File: config.mk
export PLATFORM = sky130hd
export DESIGN_NAME = trap_stack
export DESIGN_NICKNAME = d
export VERILOG_FILES = /design/src/rtl/trap_pkg.sv /design/src/rtl/trap_op_sel.sv /design/src/rtl/trap_level_store.sv /design/src/rtl/trap_vec_gen.sv /design/src/rtl/trap_stack.sv
export SDC_FILE = /design/constraint.sdc
export NUM_CORES = 1
export LEC_CHECK = 0
export ABC_AREA = 1
export BUFFER_PORTS_ARGS = -buffer_cell sky130_fd_sc_hd__buf_4
export CORE_MARGIN = 10
export CORE_UTILIZATION = 59
export CTS_CLUSTER_SIZE = 16
export DETAILED_ROUTE_END_ITERATION = 7
export PLACE_DENSITY_LB_ADDON = 0.3
export SLEW_MARGIN = 30
export SYNTH_ARGS = -nofsm -noshare
export SYNTH_HDL_FRONTEND = slang
export SYNTH_SLANG_ARGS = --single-unit
File: constraint.sdc
create_clock -name clk_i -period 10.2 [get_ports clk_i]
set_clock_uncertainty 0.2 [all_clocks]
set_input_delay 2.04 -clock clk_i [delete_from_list [all_inputs] [get_ports clk_i]]
set_output_delay 2.04 -clock clk_i [all_outputs]
set_load 0.01 [all_outputs]
File: src/rtl/trap_pkg.sv
package trap_pkg;
  localparam int ASI_W = 8;
  localparam int PS_W  = 12;
  localparam int CWP_W = 8;
  localparam int TT_W  = 9;
  localparam int VEC_TL_BIT = 14;
  localparam int VEC_TT_LSB = 5;
  localparam logic [PS_W-1:0] PS_AG   = 12'h001;
  localparam logic [PS_W-1:0] PS_PRIV = 12'h004;
  localparam logic [PS_W-1:0] PS_PEF  = 12'h010;
  localparam logic [PS_W-1:0] PS_RED  = 12'h020;

  typedef enum logic [1:0] {OP_NONE, OP_TRAP, OP_DONE, OP_RETRY} trap_op_e;
endpackage

File: src/rtl/trap_op_sel.sv
module trap_op_sel
  import trap_pkg::*;
#(
  parameter int MAX_TL = 5,
  localparam int TL_W = $clog2(MAX_TL + 1)
) (
  input  logic            trap_i,
  input  logic            done_i,
  input  logic            retry_i,
  input  logic [TL_W-1:0] tl_i,
  output trap_op_e        op_o,
  output logic            full_o,
  output logic            empty_o
);
  logic at_max, at_zero;
  assign at_max  = (tl_i == TL_W'(MAX_TL));
  assign at_zero = (tl_i == '0);

  always_comb begin
    op_o = OP_NONE;
    if (trap_i) begin
      if (!at_max) op_o = OP_TRAP;
    end else if (done_i || retry_i) begin
      if (!at_zero) op_o = done_i ? OP_DONE : OP_RETRY;
    end
  end

  assign full_o  = trap_i && at_max;
  assign empty_o = !trap_i && (done_i || retry_i) && at_zero;
endmodule

File: src/rtl/trap_level_store.sv
module trap_level_store
  import trap_pkg::*;
#(
  parameter int MAX_TL = 5,
  parameter int PC_W   = 32,
  parameter int SW_W   = 40,
  localparam int IDX_W = (MAX_TL > 1) ? $clog2(MAX_TL) : 1
) (
  input  logic             clk_i,
  input  logic             rst_ni,
  input  logic             wr_en_i,
  input  logic [IDX_W-1:0] wr_idx_i,
  input  logic [SW_W-1:0]  wr_word_i,
  input  logic [PC_W-1:0]  wr_pc_i,
  input  logic [PC_W-1:0]  wr_npc_i,
  input  logic [TT_W-1:0]  wr_tt_i,
  input  logic [IDX_W-1:0] rd_idx_i,
  output logic [SW_W-1:0]  rd_word_o,
  output logic [PC_W-1:0]  rd_pc_o,
  output logic [PC_W-1:0]  rd_npc_o,
  output logic [TT_W-1:0]  rd_tt_o
);
  logic [SW_W-1:0] word_q [MAX_TL];
  logic [PC_W-1:0] pc_q   [MAX_TL];
  logic [PC_W-1:0] npc_q  [MAX_TL];
  logic [TT_W-1:0] tt_q   [MAX_TL];

  for (genvar e = 0; e < MAX_TL; e++) begin : g_lvl
    always_ff @(posedge clk_i or negedge rst_ni) begin
      if (!rst_ni) begin
        word_q[e] <= '0;
        pc_q[e]   <= '0;
        npc_q[e]  <= '0;
        tt_q[e]   <= '0;
      end else if (wr_en_i && wr_idx_i == IDX_W'(e)) begin
        word_q[e] <= wr_word_i;
        pc_q[e]   <= wr_pc_i;
        npc_q[e]  <= wr_npc_i;
        tt_q[e]   <= wr_tt_i;
      end
    end
  end

  logic rd_ok;
  assign rd_ok     = (32'(rd_idx_i) < MAX_TL);
  assign rd_word_o = rd_ok ? word_q[rd_idx_i] : '0;
  assign rd_pc_o   = rd_ok ? pc_q[rd_idx_i]   : '0;
  assign rd_npc_o  = rd_ok ? npc_q[rd_idx_i]  : '0;
  assign rd_tt_o   = rd_ok ? tt_q[rd_idx_i]   : '0;
endmodule

File: src/rtl/trap_vec_gen.sv
module trap_vec_gen
  import trap_pkg::*;
#(
  parameter int MAX_TL = 5,
  parameter int PC_W   = 32,
  localparam int TL_W  = $clog2(MAX_TL + 1)
) (
  input  logic [PC_W-1:0] tba_i,
  input  logic [TT_W-1:0] tt_i,
  input  logic [TL_W-1:0] tl_i,
  output logic [PC_W-1:0] vec_o,
  output logic [PS_W-1:0] ps_o
);
  logic nested;
  assign nested = (tl_i > TL_W'(1));

  always_comb begin
    vec_o = tba_i;
    vec_o[VEC_TL_BIT:0] = '0;
    vec_o[VEC_TL_BIT] = nested;
    vec_o[VEC_TT_LSB +: TT_W] = tt_i;
  end

  // reset-error state once the stack is about to saturate
  assign ps_o = PS_AG | PS_PRIV | PS_PEF |
                ((32'(tl_i) >= MAX_TL - 1) ? PS_RED : '0);
endmodule

File: src/rtl/trap_stack.sv
module trap_stack
  import trap_pkg::*;
#(
  parameter int MAX_TL = 5,
  parameter int PC_W   = 32,
  parameter int CC_W   = 8,
  localparam int TL_W  = $clog2(MAX_TL + 1),
  localparam int IDX_W = (MAX_TL > 1) ? $clog2(MAX_TL) : 1,
  localparam int SW_W  = CC_W + 32
) (
  input  logic             clk_i,
  input  logic             rst_ni,
  input  logic             trap_i,
  input  logic [8:0]       trap_type_i,
  input  logic             done_i,
  input  logic             retry_i,
  input  logic [PC_W-1:0]  pc_i,
  input  logic [PC_W-1:0]  npc_i,
  input  logic [CC_W-1:0]  cc_i,
  input  logic [7:0]       asi_i,
  input  logic [11:0]      pstate_i,
  input  logic [7:0]       cwp_i,
  input  logic [PC_W-1:0]  tba_i,
  output logic             upd_o,
  output logic [PC_W-1:0]  pc_o,
  output logic [PC_W-1:0]  npc_o,
  output logic [CC_W-1:0]  cc_o,
  output logic [7:0]       asi_o,
  output logic [11:0]      pstate_o,
  output logic [7:0]       cwp_o,
  output logic [PC_W-1:0]  tba_o,
  output logic [TL_W-1:0]  tl_o,
  output logic [8:0]       tt_o,
  output logic             err_o,
  output logic             illegal_o
);
  logic [TL_W-1:0] tl_q;
  trap_op_e        op;
  logic            full, empty;
  logic [SW_W-1:0] sv_word, rd_word;
  logic [PC_W-1:0] rd_pc, rd_npc, vec;
  logic [TT_W-1:0] rd_tt;
  logic [PS_W-1:0] ps_new;
  logic [IDX_W-1:0] rd_idx;

  assign sv_word = {cc_i, asi_i, 4'b0, pstate_i, cwp_i};
  assign rd_idx  = IDX_W'(tl_q - TL_W'(1));

  trap_op_sel #(.MAX_TL(MAX_TL)) u_sel (
    .trap_i(trap_i), .done_i(done_i), .retry_i(retry_i), .tl_i(tl_q),
    .op_o(op), .full_o(full), .empty_o(empty)
  );

  trap_level_store #(.MAX_TL(MAX_TL), .PC_W(PC_W), .SW_W(SW_W)) u_store (
    .clk_i(clk_i), .rst_ni(rst_ni),
    .wr_en_i(op == OP_TRAP), .wr_idx_i(IDX_W'(tl_q)),
    .wr_word_i(sv_word), .wr_pc_i(pc_i), .wr_npc_i(npc_i), .wr_tt_i(trap_type_i),
    .rd_idx_i(rd_idx), .rd_word_o(rd_word), .rd_pc_o(rd_pc),
    .rd_npc_o(rd_npc), .rd_tt_o(rd_tt)
  );

  trap_vec_gen #(.MAX_TL(MAX_TL), .PC_W(PC_W)) u_vec (
    .tba_i(tba_i), .tt_i(trap_type_i), .tl_i(tl_q), .vec_o(vec), .ps_o(ps_new)
  );

  always_ff @(posedge clk_i or negedge rst_ni) begin
    if (!rst_ni) begin
      tl_q <= '0; upd_o <= 1'b0; pc_o <= '0; npc_o <= '0; cc_o <= '0;
      asi_o <= '0; pstate_o <= '0; cwp_o <= '0; tba_o <= '0;
      err_o <= 1'b0; illegal_o <= 1'b0;
    end else begin
      upd_o     <= (op != OP_NONE);
      err_o     <= err_o | full;
      illegal_o <= empty;
      unique case (op)
        OP_TRAP: begin
          pc_o <= vec; npc_o <= vec + PC_W'(4); tba_o <= vec;
          pstate_o <= ps_new; cc_o <= cc_i; asi_o <= asi_i; cwp_o <= cwp_i;
          tl_q <= tl_q + TL_W'(1);
        end
        OP_DONE, OP_RETRY: begin
          if (op == OP_DONE) begin
            pc_o <= rd_npc; npc_o <= rd_npc + PC_W'(4);
          end else begin
            pc_o <= rd_pc;  npc_o <= rd_npc;
          end
          cc_o     <= rd_word[SW_W-1:32];
          asi_o    <= rd_word[31:24];
          pstate_o <= rd_word[19:8];
          cwp_o    <= rd_word[7:0];
          tl_q     <= tl_q - TL_W'(1);
        end
        default: ;
      endcase
    end
  end

  assign tl_o = tl_q;
  assign tt_o = (tl_q == '0) ? '0 : rd_tt;

  AST_TL_RANGE: assert property (@(posedge clk_i) disable iff (!rst_ni)
    32'(tl_q) <= MAX_TL);
  AST_TRAP_INC: assert property (@(posedge clk_i) disable iff (!rst_ni)
    trap_i && 32'(tl_q) < MAX_TL |=> tl_q == $past(tl_q) + TL_W'(1));
  AST_ENTRY_NPC: assert property (@(posedge clk_i) disable iff (!rst_ni)
    trap_i && 32'(tl_q) < MAX_TL |=> npc_o == pc_o + PC_W'(4));
  AST_ERR_STICKY: assert property (@(posedge clk_i) disable iff (!rst_ni)
    err_o |=> err_o);
  AST_FULL_HOLD: assert property (@(posedge clk_i) disable iff (!rst_ni)
    trap_i && 32'(tl_q) == MAX_TL |=> err_o && !upd_o && $stable(tl_q));
  AST_RET_DEC: assert property (@(posedge clk_i) disable iff (!rst_ni)
    !trap_i && (done_i || retry_i) && tl_q != '0 |=> tl_q == $past(tl_q) - TL_W'(1));
  AST_EMPTY_RET: assert property (@(posedge clk_i) disable iff (!rst_ni)
    illegal_o |-> tl_q == '0 && !upd_o);
endmodule

## After elaboration in Yosys (flattened, before gate mapping)

Cells that the tools add are included.

- Bits in registers: 678
- Bits of input ports: 146
- Output and inout bits: 147
- Logic and storage cells: 95

- $add $sub $neg: 4
- Order comparisons: 4
- Equal/unequal tests: 8
- Mux-type cells: 32
- Bitwise logic cells: 2
- Reduce and logical (&&, ||, !) cells: 14

Operators by type and width:

| kind | count |
|---|---|
| $mux 32 | 8 |
| $bmux 32 s3 | 2 |
| $pmux 32 s2 | 2 |
| $bmux 40 s3 | 1 |
| $mux 40 | 3 |
| $add 32x3->32 const B | 2 |
| $pmux 8 s2 | 3 |
| $mux 9 | 4 |
| $bmux 9 s3 | 1 |
| $pmux 12 s2 | 1 |
| $logic_and 1x1->1 | 8 |
| $eq 3x2->1 const B | 2 |
| $eq 3x3->1 const B | 2 |
| $mux 2 | 3 |
| $mux 6 | 1 |
| $pmux 3 s2 | 1 |
| $eq 2x2->1 const B | 2 |
| $ge 4x4->1 const B | 1 |
| $not 3->4 | 1 |
| $reduce_bool 2->1 | 2 |
| $add 3x1->3 const B | 1 |
| $eq 3x1->1 const B | 1 |
| $ge 3x3->1 const B | 1 |
| $gt 3x1->1 const B | 1 |
| 9 further kinds | 10 |

## Longest topological paths before layout

Gate-level depths: netlist (run 1).

- Depth after elaboration: 9
- Mapped depth: 26
- Mapped depth without buffers: 19

## Hierarchy

Synthesis (run 1) repeated with hierarchy kept, for this count alone.

- Cells, all modules: 4,716
- Area total of the unflattened synthesis: 35,102.4 um2

By module, submodules not included:

| module | instances | cells an instance | area each (um2) | seq. area each (um2) |
|---|---|---|---|---|
| trap_level_store | 1 | 3,620 | 27,243.6 | 14,138.6 |
| trap_stack | 1 | 1,032 | 7,447.1 | 3,453.3 |
| trap_vec_gen | 1 | 49 | 345.3 | 0.0 |
| trap_op_sel | 1 | 15 | 66.3 | 0.0 |

## Worst setup path after synthesis (run 1)

Ideal clock, no wire load.

- Kind: reg2out
- From: reg tl_q[0], in the netlist tl_o[0]
- To: out tt_o[0]
- Arrival time: 3.165 ns
- Required time: 7.960 ns
- Slack: 4.795 ns
- Stages on the path, launching flop included: 18
- Buffers on the path: 10
- Path through: dfrtp_1 buf_2 inv_2 buf_4 buf_4 buf_2 buf_2 buf_2 ha_1 inv_1 buf_2 buf_4 buf_2 clkbuf_1 o21ai_0 o22ai_1 nand2_1 a21oi_1

- Word-level cells in the longest chain between the ends: 7
- Elaborated cells between the ends (all ways): 9
- Classes of those cells: 1 x add/sub; 1 x order compare; 5 x mux; 1 x bitwise; 1 x reduce/logical

RTL lines:

| element | RTL line | text |
|---|---|---|
| start, declared | trap_stack.sv:37 | `logic [TL_W-1:0] tl_q;` |
| start signal, assigned | trap_stack.sv:79 | `tl_q <= tl_q + TL_W'(1);` |
| start signal, assigned | trap_stack.sv:91 | `tl_q <= tl_q - TL_W'(1);` |
| $sub 3x1->3 | trap_stack.sv:47 | `assign rd_idx = IDX_W'(tl_q - TL_W'(1));` |
| $not 3->4 (implied by the code) | trap_level_store.sv:49 | `assign rd_tt_o = rd_ok ? tt_q[rd_idx_i] : '0;` |
| $bmux 9 s3 | trap_level_store.sv:49 |  |
| $mux 9 (implied by the code) (2 in series) | trap_level_store.sv:49 |  |
| $mux 9 | trap_level_store.sv:49 |  |
| $mux 9 (*) | trap_stack.sv:99 | `assign tt_o = (tl_q == '0) ? '0 : rd_tt;` |
| end, declared | trap_stack.sv:33 | `output logic [8:0] tt_o,` |

Mark *: on every way between the ends. The rest lies on a longest branch, timed or not. The select of a mux whose other input is x is not followed.

## Final worst setup path (run 1)

- From: reg tl_q[0], in the netlist tl_o[0]
- To: out tt_o[1]

Same word-level chain as after synthesis.

==> key figures, run 1 <==
Status
  • Status: finished, final reports clean

Placement
  • Routability cong.: 0.917
  • Placed Instances: 4296
  • IO buf count: 272
  • DPL Wire Length: 54700 um
  • Pre-CTS WS: 4130 ps
  • DP Area: 32300 um2

Clock tree
  • Post-cts resize count: 0
  • H-tree levels: 3
  • Clock Path Buffers: 3
  • CTS tree: yes
  • Post-CTS Hold Fix Bufs: 0
  • Clock net sink count: 678
  • Setup repair bufs after CTS: 0
  • Worst-Skew Late Latency: 620 ps
  • Worst-path clk slew: 60 ps
  • Clock Root Buffer: clkbuf_16
  • CTS Buf Count: 70

Layout
  • Layout Utilization: 0.691
  • Layout cells sized above 1: 0.126
  • Layout fillers: 4070
  • Final instance area: 34700 um2
  • Post-Layout Cell Count: 4426
  • Area grow syn2layout: 15.4%
  • Final net count: 3851
  • Commonest non-fill, non-tap cell in the layout: nand2_1
  • Most frequent cells in the layout: nand2_1 (1177), dfrtp_1 (677), o21ai_0 (642)

Pwr
  • Cell internal pwr: 7.20 mW
  • Tot Pwr: 12.4 mW
  • IR drop worst, VDD: 0.277 mV
  • Net Sw Frac: 0.421
  • Sequential share of power: 0.373
  • Part of the power in combinational logic: 0.414
  • P_sw: 5.23 mW
  • Static Leak: 16.9 nW
  • Clock network fraction of total power: 0.213
  • PD cells: 358 nW/um2

Critical path
  • Crit-path cells: inv_6 -> ha_4 -> nand2_1 -> nor2_8 -> nand2_1 -> a21oi_1 -> buf_4
  • Critical path endpoint category: output port
  • Crit-path slowest cell: dfrtp_4
  • Crit path arrival time: 4640 ps
  • Critical path required time: 7960 ps
  • Most frequent CP cell: nand2_1
  • Worst path max stage delay: 1030 ps
  • Critical path fanouts, max: 81
  • CP bufs+invs: 2
  • Delay-heaviest family, CP: flip-flops
  • Crit path kind: register to output port
  • Crit start category: register

Synthesis
  • Mux contribution to synthesized area: 0
  • Synth unique cells: 42
  • Largest family of logic cells by synthesized area: simple AND/OR/NAND/NOR gates
  • Register area share after synthesis: 0.564
  • Post-synthesis async set-or-reset flop share: 1.00
  • Synth Area in Adders: 0.00291
  • Synth Instances: 3570
  • Synth Area per Inst: 8.43 um2
  • Synth warn: 0
  • #FFs+latches synth: 678
  • Netlist Area Pre-Place: 30100 um2
  • Ys flop type: dfrtp_1
  • Post-synth EDFFs: 0
  • Xor/xnor share of the synthesized area: 0.000582
  • Synth Area in Compound Gates: 0.167
  • Simple-gate area share of the yosys netlist: 0.205

Global route
  • Met3 Resource Use GR: 0.0711
  • Initial antenna violation count: 4
  • GRT overflow: 0
  • GRT busiest layer: met2
  • First-pass GRT wire length: 142000 um
  • GR Util met2: 0.435
  • GRT Util Overall: 0.295
  • Number of global-route vias before repair: 24700
  • Pin count of the biggest net entering global routing: 175
  • Grt met1 use: 0.416

Drt
  • First-pass DRT Iterations: 7
  • DRT iter0 DRCs: 3262
  • Routed vias: 26300
  • Total Wirelength: 90000 um
  • Post-route ant nets: 0
  • Drt drc: 0
  • Via density per instance: 5.95
  • Routed WL per cell: 20.3 um

Hold path
  • Min-Delay Path Class: register to register

Timing
  • Tightest Pin Transition: 992 ps
  • Final Hold Viols: 0
  • Fin. max-slew vios: 0
  • Final Worst Setup Slack: 3320 ps
  • Total Negative Setup Slacks: 0 ps
  • Final period utilization: 0.674
  • Final setup viols: 0
  • Post-layout min period: 6880 ps
  • Worst-case hold slack: 280 ps
  • Peak Freq: 0.145 GHz
  • Unrepaired setup endpoints after global routing: false
  • Max_slew headroom: 0.339

Run
  • Max Cap Violations: 0

Floorplanning
  • Vert. Die Dim: 246 um
  • Core Region: 50300 um2
  • Die X: 246 um
  • FP Rows: 82
  • I/O pins: 293
  • Initial Utilization: 0.599
  • Die ar.: 60400 um2
## worst register-to-register path: cells and delay by family, from the launching register on
family	cells	cell delay [ps]
simple gates	11	2370
fa+ha+maj	1	980
buf+inv	2	1260
flops	1	1030
## power groups by stage
stage          Clock [mW]  Sequential [mW]  Combinational [mW]
2_1_floorplan           0             4.50                3.28
3_3_place_gp            0             4.59                4.90
3_5_place_dp            0             4.63                5.04
4_1_cts              2.66             4.61                5.08
5_1_grt              2.78             4.76                5.71
6_report             2.64             4.64                5.15
## cell families (layout without fill, tap and decap cells)
| kind of cell | count (synthesis) | in the layout |
|---|---|---|
| and+or+nand+nor | 1519 | 1519 |
| AOI/OAI and AO/OA | 916 | 916 |
| DFF | 678 | 678 |
| buffers and inverters | 447 | 623 |
| adders and majority gates | 7 | 7 |
| xor gates and xnor gates | 2 | 2 |
| other | 1 | 9 |
## layer usage
layer  part of all wire  vias up
met2               0.45     1371
li1                   -    12000
met5                  0        -
met4              0.032        0
met3               0.11      166
met1               0.41    12800
## cells in the mapped netlist (20+ instances only)
cell | count | area share
a22oi_1 | 61 | 0.015
a32oi_1 | 29 | 0.0084
o21ai_0 | 643 | 0.11
nand2_1 | 1181 | 0.15
nand2_2 | 20 | 0.0042
inv_1 | 185 | 0.023
a21oi_1 | 112 | 0.019
nor2_1 | 79 | 0.0099
dfrtp_1 | 678 | 0.56
buf_2 | 69 | 0.011
clkbuf_1 | 154 | 0.019
nand3_1 | 208 | 0.035
## sequential cells by signal (all words and copies together) (netlist names)
| name | cells |
|---|---|
| asi_o | 8 |
| cc_o | 8 |
| cwp_o | 8 |
| err_o | 1 |
| illegal_o | 1 |
| npc_o | 32 |
| pc_o | 32 |
| pstate_o | 12 |
| tba_o | 27 |
| tl_o | 3 |
| u_store.npc_q | 160 |
| u_store.pc_q | 160 |
| u_store.tt_q | 45 |
| u_store.word_q | 180 |
| upd_o | 1 |
## final cells by class
type,count,area [um2],area share
clock buffers,107,2110,0.0609
diodes,4,10.0,0.000288
flip-flops and latches,678,17000,0.489
well taps,672,841,0.0242
inverters,194,738,0.0213
repair buffers,305,2400,0.0690
multi-input cells,2449,11400,0.328
clock inverters,17,254,0.00731
## worst paths after layout
path / startpoint / to / slack (ps) / depth (start not counted)
worst max-delay path: tl_o[0]$_DFFE_PN0P_ / tt_o[1] / 3320 / 7
worst min-delay path: u_store.npc_q[62]$_DFFE_PN0P_ / u_store.npc_q[62]$_DFFE_PN0P_ / 280 / 2
worst max register to register: tl_o[0]$_DFFE_PN0P_ / npc_o[21]$_DFFE_PN0P_ / 4240 / 14
worst min register to register: u_store.npc_q[62]$_DFFE_PN0P_ / u_store.npc_q[62]$_DFFE_PN0P_ / 280 / 2
max in group asynchronous: rst_ni / u_store.word_q[184]$_DFFE_PN0P_ / 7070 / 3
min in group asynchronous: rst_ni / u_store.pc_q[87]$_DFFE_PN0P_ / 1230 / 1
(Power assumes the default switching activity.)
==> run 2, diff against run 1 <==
--- a/config.mk
+++ b/config.mk
@@ -8,7 +8,7 @@
 export ABC_AREA = 1
 export BUFFER_PORTS_ARGS = -buffer_cell sky130_fd_sc_hd__buf_4
 export CORE_MARGIN = 10
-export CORE_UTILIZATION = 59
+export CORE_UTILIZATION = 54
 export CTS_CLUSTER_SIZE = 16
 export DETAILED_ROUTE_END_ITERATION = 7
 export PLACE_DENSITY_LB_ADDON = 0.3
==> constraint.sdc (replaced) <==
create_clock -name clk_i -period 5.85 [get_ports clk_i]
set_clock_uncertainty 0.2 [all_clocks]
set_input_delay 1.17 -clock clk_i [delete_from_list [all_inputs] [get_ports clk_i]]
set_output_delay 1.17 -clock clk_i [all_outputs]
set_load 0.01 [all_outputs]
==> key figures, run 2 (synthesized netlist as in run 1, its figures left out) <==
Status
  • Status: finished, final reports clean

Run
  • Max Cap Violations: 0

Timing
  • Final period utilization: 0.849
  • Peak Freq: 0.201 GHz
  • Max_slew headroom: 0.300
  • Final Worst Setup Slack: 884 ps
  • Final setup viols: 0
  • Unrepaired setup endpoints after global routing: false
  • Worst-case hold slack: 278 ps
  • Final Hold Viols: 0
  • Fin. max-slew vios: 0
  • Total Negative Setup Slacks: 0 ps
  • Tightest Pin Transition: 1050 ps
  • Post-layout min period: 4970 ps

Critical path
  • RR Endpoint: npc_o[21]$_DFFE_PN0P_
  • CP endpoint: tt_o[2]
  • Critical path fanouts, max: 59
  • FF-to-FF setup slack: 1270 ps
  • R2R cell count: 14
  • CP bufs+invs: 3
  • Crit-path cells: inv_6 -> ha_4 -> inv_4 -> o21ai_0 -> o22ai_1 -> nand2_1 -> a21oi_1 -> buf_4
  • CP Depth: 8
  • Crit path kind: register to output port
  • Crit-path slowest cell: dfrtp_4
  • Critical path endpoint category: output port
  • FF-to-FF Start: tl_o[0]$_DFFE_PN0P_
  • Crit start category: register
  • Critical path required time: 4480 ps
  • Delay-heaviest family, CP: buffers and inverters
  • Setup crit start: tl_o[0]$_DFFE_PN0P_
  • Worst path max stage delay: 750 ps
  • Crit path arrival time: 3600 ps

Clock tree
  • Clock Path Buffers: 3
  • Worst-Skew Late Latency: 610 ps
  • CTS tree: yes
  • Setup repair bufs after CTS: 0
  • H-tree levels: 3
  • Post-CTS Hold Fix Bufs: 0
  • Worst-path clk slew: 60 ps
  • CTS Buf Count: 71
  • Post-cts resize count: 0
  • Clock net sink count: 678
  • Clock Root Buffer: clkbuf_16

Placement
  • DPL Wire Length: 57000 um
  • Pre-CTS WS: 1380 ps
  • IO buf count: 272
  • Routability cong.: 0.895

Pwr
  • Part of the power in combinational logic: 0.419
  • Cell internal pwr: 12.5 mW
  • IR drop worst, VDD: 0.502 mV
  • Net Sw Frac: 0.422
  • PD cells: 621 nW/um2
  • Static Leak: 16.9 nW
  • P_sw: 9.13 mW
  • Sequential share of power: 0.372
  • Clock network fraction of total power: 0.209

Layout
  • Top flop regs: u_store.word_q x180, u_store.npc_q x160, u_store.pc_q x160
  • Final net count: 3862
  • Flip-flop count of the largest register after layout: 180
  • Antenna cells: 0
  • Most frequent cells in the layout: nand2_1 (1177), dfrtp_1 (677), o21ai_0 (642)
  • Commonest non-fill, non-tap cell in the layout: nand2_1
  • Biggest register: u_store.word_q
  • Layout cells sized above 1: 0.127
  • Area grow syn2layout: 15.7%

Drt
  • Drt drc: 0
  • Total Wirelength: 91900 um
  • DRT iter0 DRCs: 3041
  • Post-route ant nets: 0
  • First-pass DRT Iterations: 8
  • Routed WL per cell: 20.4 um
  • Routed vias: 26100
  • Via density per instance: 5.79

Floorplanning
  • I/O pins: 293
  • Die ar.: 65600 um2
  • Initial Utilization: 0.546
  • Vert. Die Dim: 256 um
  • FP Rows: 86
  • Core Region: 55100 um2
  • Die X: 256 um

Global route
  • Initial antenna violation count: 2
  • Pin count of the biggest net entering global routing: 185
  • Number of global-route vias before repair: 24800
  • GRT Util Overall: 0.275
  • GRT overflow: 0
  • First-pass GRT wire length: 145000 um

Hold path
  • Min-Delay Path Class: register to register
-- run 2: changes by cell type in the layout (fill, tap and decap cells not counted), sizes merged --
cell      before  now
clkbuf       107  104
clkinvlp       0    3
clkinv         9   10
inv          196  192
bufinv         6    5
buf          305  315
diode          4    0
-- run 2: how the worst min path moves through the flow --
stage,startpoint,end,slack [ps],depth (start not counted)
after CTS,u_store.word_q[16]$_DFFE_PN0P_,pstate_o[8]$_DFFE_PN0P_,280,2
after global placement,u_store.word_q[49]$_DFFE_PN0P_,u_store.word_q[49]$_DFFE_PN0P_,260,2
after detailed placement,u_store.word_q[16]$_DFFE_PN0P_,pstate_o[8]$_DFFE_PN0P_,270,2
after floorplan,u_store.npc_q[62]$_DFFE_PN0P_,u_store.npc_q[62]$_DFFE_PN0P_,250,2
after global routing,u_store.pc_q[134]$_DFFE_PN0P_,u_store.pc_q[134]$_DFFE_PN0P_,300,2
final,u_store.word_q[9]$_DFFE_PN0P_,pstate_o[1]$_DFFE_PN0P_,280,2
-- run 2: final cells by class --
cell class                      instances  area [um2]
Tap cell                              748         936
Clock buffer                          104        2070
Fill cell                            4786       20300
Sequential cell                       678       17000
Multi-Input combinational cell       2449       11400
Inverter                              194         736
Clock inverter                         16         213
Timing Repair Buffer                  315        2500
-- run 2: per-layer routing --
layer | track usage | routed length, um | vias up
met2 | 0.403 | 40800 | 1236
met1 | 0.394 | 39000 | 12700
met5 | 0 | 13 | -
met3 | 0.0673 | 9560 | 139
li1 | - | - | 12000
met4 | 0.0909 | 2480 | 2
-- run 2: metrics by stage --
step | cell area (um2) | total power [mW] | util | std cells
after detailed placement | 32500 | 16.9 | 0.591 | 4384
final | 34800 | 21.6 | 0.632 | 4504
after CTS | 34800 | 21.5 | 0.632 | 4504
after floorplan | 30100 | 13.6 | - | 3574
after global routing | 34800 | 23.1 | 0.632 | 4504
after global placement | 32500 | 16.7 | 0.591 | 4384
-- run 2: worst register-to-register path: stages (launching register included) --
cell     delay, ps
dfrtp_4        750
inv_6          250
ha_4           600
nand2_1        240
nor2_8         440
buf_4          510
nand2_1        100
nand2_1        210
nand2_2        180
nor2_4         160
nand3_1        150
nor2_2         260
nand3_1        110
nand3_1        180
nand3_1        110
-- run 2: power by group through the flow --
stage | sequential, mW | combinational [mW] | clock (mW)
floorplan | 7.85 | 5.72 | 0
global placement | 7.97 | 8.73 | 0
detailed placement | 8.02 | 8.91 | 0
CTS | 7.99 | 8.99 | 4.55
global route | 8.25 | 10.1 | 4.75
finish | 8.04 | 9.07 | 4.51
